### config.mk
export PLATFORM = sky130hd
export DESIGN_NAME = dual_timer_unit
export DESIGN_NICKNAME = d
export VERILOG_FILES = /design/src/rtl/dtu_pkg.sv /design/src/rtl/dtu_regs.sv /design/src/rtl/dtu_presc.sv /design/src/rtl/dtu_count.sv /design/src/rtl/dtu_flags.sv /design/src/rtl/dual_timer_unit.sv
export SDC_FILE = /design/constraint.sdc
export NUM_CORES = 1
export LEC_CHECK = 0
export BUFFER_PORTS_ARGS = -buffer_cell sky130_fd_sc_hd__buf_4
export CORE_MARGIN = 2
export CORE_UTILIZATION = 40
export CTS_BUF_LIST = sky130_fd_sc_hd__clkbuf_8 sky130_fd_sc_hd__clkbuf_16
export CTS_CLUSTER_SIZE = 16
export DETAILED_ROUTE_END_ITERATION = 7
export SYNTH_ARGS = -nofsm -noshare
export SYNTH_HDL_FRONTEND = slang
export SYNTH_SLANG_ARGS = --single-unit
### constraint.sdc
create_clock -name clk -period 1.9 [get_ports clk]
set_input_delay 0.38 -clock clk [delete_from_list [all_inputs] [get_ports clk]]
set_output_delay 0.38 -clock clk [all_outputs]
set_load 0.05 [all_outputs]
### src/rtl/dtu_pkg.sv
package dtu_pkg;
  localparam int unsigned BYTE_W = 8;
  localparam logic [BYTE_W-1:0] ADR_TA_HI = 8'h24;
  localparam logic [BYTE_W-1:0] ADR_TA_LO = 8'h25;
  localparam logic [BYTE_W-1:0] ADR_TB    = 8'h26;
  localparam logic [BYTE_W-1:0] ADR_CTRL  = 8'h27;

  // bit positions inside the control byte
  localparam int unsigned CB_RUN_A = 0;
  localparam int unsigned CB_RUN_B = 1;
  localparam int unsigned CB_EN_A  = 2;
  localparam int unsigned CB_EN_B  = 3;
  localparam int unsigned CB_CLR_A = 4;
  localparam int unsigned CB_CLR_B = 5;
  localparam int unsigned CB_MODE  = 6;

  typedef enum logic [1:0] {
    MODE_NORMAL  = 2'd0,
    MODE_SPECIAL = 2'd1
  } ch3_mode_e;

  typedef struct packed {
    logic [1:0] run;
    logic [1:0] flag_en;
    logic [1:0] clr;
    logic [1:0] start;
  } tmr_ctl_t;
endpackage

### src/rtl/dtu_regs.sv
module dtu_regs
  import dtu_pkg::*;
#(
  parameter int unsigned TA_W = 10,
  parameter int unsigned TB_W = 8
) (
  input  logic              clk,
  input  logic              rst,
  input  logic              wr_en,
  input  logic [BYTE_W-1:0] wr_addr,
  input  logic [BYTE_W-1:0] wr_data,
  output logic [TA_W-1:0]   load_a,
  output logic [TB_W-1:0]   load_b,
  output tmr_ctl_t          ctl,
  output logic [1:0]        ch3_mode
);
  localparam int unsigned TA_LO_W = TA_W - BYTE_W;

  logic [BYTE_W-1:0]  ta_hi_q;
  logic [TA_LO_W-1:0] ta_lo_q;
  logic [TB_W-1:0]    tb_q;
  logic [1:0]         run_q;
  logic [1:0]         en_q;
  logic [1:0]         mode_q;
  logic               ctl_wr;
  logic [1:0]         mode_d;

  assign ctl_wr = wr_en && (wr_addr == ADR_CTRL);

  always_comb begin
    mode_d = wr_data[CB_MODE +: 2];
    if (mode_d[1]) mode_d = MODE_NORMAL;
  end

  always_ff @(posedge clk) begin
    if (rst) begin
      ta_hi_q <= '0;
      ta_lo_q <= '0;
      tb_q    <= '0;
      run_q   <= '0;
      en_q    <= '0;
      mode_q  <= MODE_NORMAL;
    end else if (wr_en) begin
      case (wr_addr)
        ADR_TA_HI: ta_hi_q <= wr_data;
        ADR_TA_LO: ta_lo_q <= wr_data[TA_LO_W-1:0];
        ADR_TB:    tb_q    <= wr_data[TB_W-1:0];
        ADR_CTRL: begin
          run_q  <= {wr_data[CB_RUN_B], wr_data[CB_RUN_A]};
          en_q   <= {wr_data[CB_EN_B], wr_data[CB_EN_A]};
          mode_q <= mode_d;
        end
        default: ;
      endcase
    end
  end

  assign load_a      = {ta_hi_q, ta_lo_q};
  assign load_b      = tb_q;
  assign ctl.run     = run_q;
  assign ctl.flag_en = en_q;
  assign ctl.clr     = ctl_wr ? {wr_data[CB_CLR_B], wr_data[CB_CLR_A]} : 2'b00;
  assign ctl.start   = ctl_wr ? ({wr_data[CB_RUN_B], wr_data[CB_RUN_A]} & ~run_q) : 2'b00;
  assign ch3_mode    = mode_q;

  AST_MODE_SPECIAL: assert property (@(posedge clk) disable iff (rst)
    (ctl_wr && wr_data[7:6] == 2'b01) |=> (ch3_mode == 2'b01));
  AST_MODE_ILLEGAL: assert property (@(posedge clk) disable iff (rst)
    (ctl_wr && wr_data[7]) |=> (ch3_mode == 2'b00));
  AST_RUN_FOLLOWS: assert property (@(posedge clk) disable iff (rst)
    ctl_wr |=> (ctl.run == $past(wr_data[1:0])));
  AST_FOREIGN_ADDR: assert property (@(posedge clk) disable iff (rst)
    (wr_en && wr_addr[7:2] != 6'b001001) |=> ($stable(ch3_mode) && $stable(load_a) && $stable(load_b) && $stable(ctl.run)));
endmodule

### src/rtl/dtu_presc.sv
module dtu_presc #(
  parameter int unsigned PRE_W = 4
) (
  input  logic clk,
  input  logic rst,
  input  logic clear,
  input  logic run,
  input  logic tick,
  output logic step
);
  logic [PRE_W-1:0] pre_q;

  always_ff @(posedge clk) begin
    if (rst || clear)      pre_q <= '0;
    else if (run && tick)  pre_q <= pre_q + 1'b1;
  end

  assign step = run && tick && (pre_q == {PRE_W{1'b1}});

  AST_PRE_CLEARED: assert property (@(posedge clk) disable iff (rst)
    clear |=> (pre_q == '0));
endmodule

### src/rtl/dtu_count.sv
module dtu_count #(
  parameter int unsigned W = 10
) (
  input  logic         clk,
  input  logic         rst,
  input  logic         start,
  input  logic         run,
  input  logic         step,
  input  logic [W-1:0] load,
  output logic         ovf
);
  logic [W-1:0] cnt_q;

  assign ovf = run && step && (cnt_q == {W{1'b1}});

  always_ff @(posedge clk) begin
    if (rst)                 cnt_q <= '0;
    else if (start || ovf)   cnt_q <= load;
    else if (run && step)    cnt_q <= cnt_q + 1'b1;
  end

  AST_START_LOAD: assert property (@(posedge clk) disable iff (rst)
    start |=> (cnt_q == $past(load)));
  AST_WRAP_RELOAD: assert property (@(posedge clk) disable iff (rst)
    ovf |=> (cnt_q == $past(load)));
  AST_HOLD_STOPPED: assert property (@(posedge clk) disable iff (rst)
    (!run && !start) |=> $stable(cnt_q));
endmodule

### src/rtl/dtu_flags.sv
module dtu_flags #(
  parameter int unsigned N = 2
) (
  input  logic         clk,
  input  logic         rst,
  input  logic [N-1:0] ovf,
  input  logic [N-1:0] en,
  input  logic [N-1:0] clr,
  output logic [N-1:0] flag,
  output logic         irq
);
  logic [N-1:0] flag_d;

  for (genvar i = 0; i < N; i++) begin : g_flag
    always_comb begin
      flag_d[i] = flag[i];
      if (clr[i])                flag_d[i] = 1'b0;
      else if (ovf[i] && en[i])  flag_d[i] = 1'b1;
    end

    always_ff @(posedge clk) begin
      if (rst) flag[i] <= 1'b0;
      else     flag[i] <= flag_d[i];
    end

    AST_CLEAR_WINS: assert property (@(posedge clk) disable iff (rst)
      clr[i] |=> !flag[i]);
    AST_GATED_SET: assert property (@(posedge clk) disable iff (rst)
      (!flag[i] && !(ovf[i] && en[i])) |=> !flag[i]);
  end

  always_ff @(posedge clk) begin
    if (rst) irq <= 1'b0;
    else     irq <= |flag_d;
  end

  AST_IRQ_MATCH: assert property (@(posedge clk) disable iff (rst)
    1'b1 |=> (irq == (|flag)));
endmodule

### src/rtl/dual_timer_unit.sv
module dual_timer_unit
  import dtu_pkg::*;
#(
  parameter int unsigned TA_W  = 10,
  parameter int unsigned TB_W  = 8,
  parameter int unsigned PRE_W = 4
) (
  input  logic        clk,
  input  logic        rst,
  input  logic        wr_en,
  input  logic [7:0]  wr_addr,
  input  logic [7:0]  wr_data,
  input  logic        tick,
  output logic [7:0]  status,
  output logic        irq,
  output logic [1:0]  ch3_mode
);
  localparam int unsigned NTMR = 2;

  logic [TA_W-1:0] load_a;
  logic [TB_W-1:0] load_b;
  tmr_ctl_t        ctl;
  logic            step_b;
  logic [NTMR-1:0] ovf;
  logic [NTMR-1:0] flag;

  dtu_regs #(.TA_W(TA_W), .TB_W(TB_W)) u_regs (
    .clk(clk), .rst(rst), .wr_en(wr_en), .wr_addr(wr_addr), .wr_data(wr_data),
    .load_a(load_a), .load_b(load_b), .ctl(ctl), .ch3_mode(ch3_mode)
  );

  dtu_count #(.W(TA_W)) u_cnt_a (
    .clk(clk), .rst(rst), .start(ctl.start[0]), .run(ctl.run[0]),
    .step(tick), .load(load_a), .ovf(ovf[0])
  );

  dtu_presc #(.PRE_W(PRE_W)) u_presc_b (
    .clk(clk), .rst(rst), .clear(ctl.start[1]), .run(ctl.run[1]),
    .tick(tick), .step(step_b)
  );

  dtu_count #(.W(TB_W)) u_cnt_b (
    .clk(clk), .rst(rst), .start(ctl.start[1]), .run(ctl.run[1]),
    .step(step_b), .load(load_b), .ovf(ovf[1])
  );

  dtu_flags #(.N(NTMR)) u_flags (
    .clk(clk), .rst(rst), .ovf(ovf), .en(ctl.flag_en), .clr(ctl.clr),
    .flag(flag), .irq(irq)
  );

  assign status = {{(8-NTMR){1'b0}}, flag};

  AST_STATUS_HIGH_ZERO: assert property (@(posedge clk) disable iff (rst)
    status[7:2] == '0);
  AST_STOPPED_NO_OVF: assert property (@(posedge clk) disable iff (rst)
    (!ctl.run[0] |-> !ovf[0]) and (!ctl.run[1] |-> !ovf[1]));
endmodule

==> out/results.tsv <==
metric	value	unit
R2R Path Start	u_cnt_b.cnt_q[0]$_SDFFE_PP0P_	
hold_buf cts	0	
Seq cells post-synth	48	
site row count	27	
Mapped Cells	261	
Synth Area in Adders	1.613	%
critical hold path startpoint	rst	
clk_lat worst skew	0.29	ns
min cycle time layout	1.784	ns
most common cell after layout, fill and taps aside	nor2_1	
Final Cell Area	2749	sq um
CP required	2.09	ns
syn avg cell area	8.917	sq um
met2 Track Usage GR	28.17	%
Post-synth EDFFs	0	
post-synthesis sequential area ratio	41.29	%
status	completed	
Clock Pin Slew Worst Setup and Hold Paths	0.09	ns
Cell variety after synth	51	
vias	1925	
GR Util met3	4.157	%
Peak Freq	560.6	MHz
synthesis-to-layout area growth	18.12	%
most frequent cells in the layout	46 x nor2_1, 45 x dfxtp_1, 39 x buf_4	
GR Overflow Total	0	
total chip power	1.740	mW
Crit Path Class	flop to flop	
IO Pins	31	
critical path's slowest cell	o32ai_2	
HPWL Detailed	3.787	mm
final slew viol count	0	
Detailed Route WL	5.080	mm
CTS Buf Count	5	
Layout Nets	319	
Core Area	5574	sq um
arrival time worst endpoint	1.98	ns
post-route ant nets	0	
Pwr Density	632.9	nW/um^2
clock root buffer	clkbuf_8	
GRT Max-Usage Layer	met2	
R2R cell count	5	
MaxCap Viol Count	0	
drt wl/cell	13.77	microns
endpoints failing setup	0	
Final Core Density	49.32	%
flop-to-flop setup slack	0.12	ns
yosys warns	0	
drt initial violations	120	
via/cell ratio	5.217	
fillers	563	
Min-Delay Path Class	input pin to flop	
H-tree Lvls	2	
unrepaired setup endpoints after global routing	false	
diodes inserted	0	
fraction of synthesized area in multiplexers	11.40	%
WHS Path Cells	2	
Setup TNS Final	0	ns
async set-reset flop share out of synthesis	0	%
DRC	0	
DP Cell Count	360	
gpl congestion	0.9069	
Worst Setup End Kind	flop	
non-filler cells, final	369	
largest net degree at the start of global routing	21	
die area	6444	sq um
first-pass GRT wire length	8.549	mm
crit path buf inv count	0	
CTS tree	yes	
Synth Flop Type	dfxtp_1	
CTS Sinks	48	
Synth Cell Area	2327	sq um
gr usage total	17.01	%
Min-Delay Endpoint	u_cnt_b.cnt_q[0]$_SDFFE_PP0P_	
Die Wd	80.28	microns
clock skew	0.005639	ns
met1 usage	22.27	%
starting density of the core	41.75	%
first drt pass iteration count	4	
initial antenna violation count	0	
top cell family by delay on the critical path	compound AO/OA/AOI/OAI gates	
P_leak	1.125	nW
complex-gate fraction of the synthesized area	12.74	%
combinational family with the most area after synthesis	simple AND/OR/NAND/NOR gates	
crit-path cells	ha_1 > nand4_1 > o32ai_2 > o21ai_0 > a2111oi_2	
crit path max fanout	4	
CP Launch Type	flop	
reg2reg end	u_cnt_b.cnt_q[5]$_SDFFE_PP0P_	
Max VDD drop	0.0003193	V
layout cells sized above 1	20.88	%
Critical Path Source	u_cnt_b.cnt_q[0]$_SDFFE_PP0P_	
placed cell areas	2639	sq um
Synth Area in XOR/XNOR	4.140	%
fin crit share	93.89	%
Clock Tree Buf Depth	2	
post-synthesis simple-gate area fraction	22.63	%
final hold vios	0	
number of global-route vias before repair	1789	
Die Height	80.28	microns
CP max stage delay	0.41	ns
I/O Buffers	23	
-- how the worst max path moves through the flow --
stage	slack (ns)	cells past startpoint	to
floorplan	0.10	6	u_cnt_b.cnt_q[5]$_SDFFE_PP0P_
global placement	-0.03	7	u_cnt_b.cnt_q[2]$_SDFFE_PP0P_
CTS	0.09	5	u_cnt_b.cnt_q[5]$_SDFFE_PP0P_
global route	0.03	6	u_cnt_b.cnt_q[6]$_SDFFE_PP0P_
detailed placement	-0.09	7	u_cnt_b.cnt_q[5]$_SDFFE_PP0P_
finish	0.12	5	u_cnt_b.cnt_q[5]$_SDFFE_PP0P_
-- registers in the layout, indices dropped and copies added (netlist names), 4 cells and up --
name             flops
u_presc_b.pre_q      4
u_cnt_b.cnt_q        8
u_regs.load_b        8
u_regs.ta_hi_q       8
u_cnt_a.cnt_q       10
-- cell type report --
class | instances | area (sq um) | share of cell area [%]
multi-input cells | 192 | 1254 | 45.61
clock buffers | 6 | 82.58 | 3.004
well taps | 72 | 90.09 | 3.277
flip-flops and latches | 48 | 964.7 | 35.09
repair buffers | 40 | 312.8 | 11.38
clock inverters | 2 | 11.26 | 0.4096
inverters | 9 | 33.78 | 1.229
-- cell usage after synthesis (2+ instances only) --
| master | number | area (sq um) |
|---|---|---|
| a211oi_1 | 8 | 60.06 |
| a21oi_1 | 11 | 55.05 |
| a31oi_1 | 2 | 12.51 |
| buf_2 | 4 | 20.02 |
| buf_4 | 7 | 52.55 |
| clkbuf_1 | 6 | 22.52 |
| dfxtp_1 | 48 | 960.9 |
| ha_1 | 3 | 37.54 |
| inv_1 | 9 | 33.78 |
| mux2i_1 | 25 | 250.2 |
| nand2_1 | 12 | 45.04 |
| nand3_1 | 11 | 55.05 |
| nand4_1 | 6 | 37.54 |
| nor2_1 | 46 | 172.7 |
| nor3_1 | 8 | 40.04 |
| nor3b_1 | 2 | 15.01 |
| o21ai_0 | 7 | 35.03 |
| o32ai_1 | 3 | 26.28 |
| or3_1 | 2 | 12.51 |
| xnor2_1 | 3 | 26.28 |
| xor2_1 | 8 | 70.07 |
-- routing by layer --
metal  vias to the layer above  wire [microns]
met4                         0              43
met1                       913            2412
li1                        980               -
met5                         -               0
met3                         6             160
met2                        26            2463
-- what timing repair did --
| action | in CTS | in global routing |
|---|---|---|
| resized for setup | 0 | 4 |
| setup endpoints to repair | 0 | 3 |
| buffers inserted | 0 | 1 |
-- logic make-up after synthesis --
kind of cell / count (synthesis)
AND/OR/NAND/NOR: 103
XOR/XNOR: 11
AO/OA/AOI/OAI: 42
multiplexers: 26
flip-flops: 48
adder cells (fa/ha/maj): 3
other: 1
buffers and inverters: 27
-- power breakdown --
part / switching, mW / internal (mW)
registers: 0.000740 / 1.01
logic: 0.0725 / 0.0380
clock network: 0.332 / 0.291
total: 0.405 / 1.33
-- stage by stage --
stage	hold slack [ns]	setup WS, ns
detailed placement	0.4851	-0.08685
floorplan	0.4537	0.1010
finish	0.3298	0.1160
global placement	0.4761	-0.02767
global route	0.3260	0.02655
CTS	0.3309	0.08745
Power figures use the tool's default switching activity.
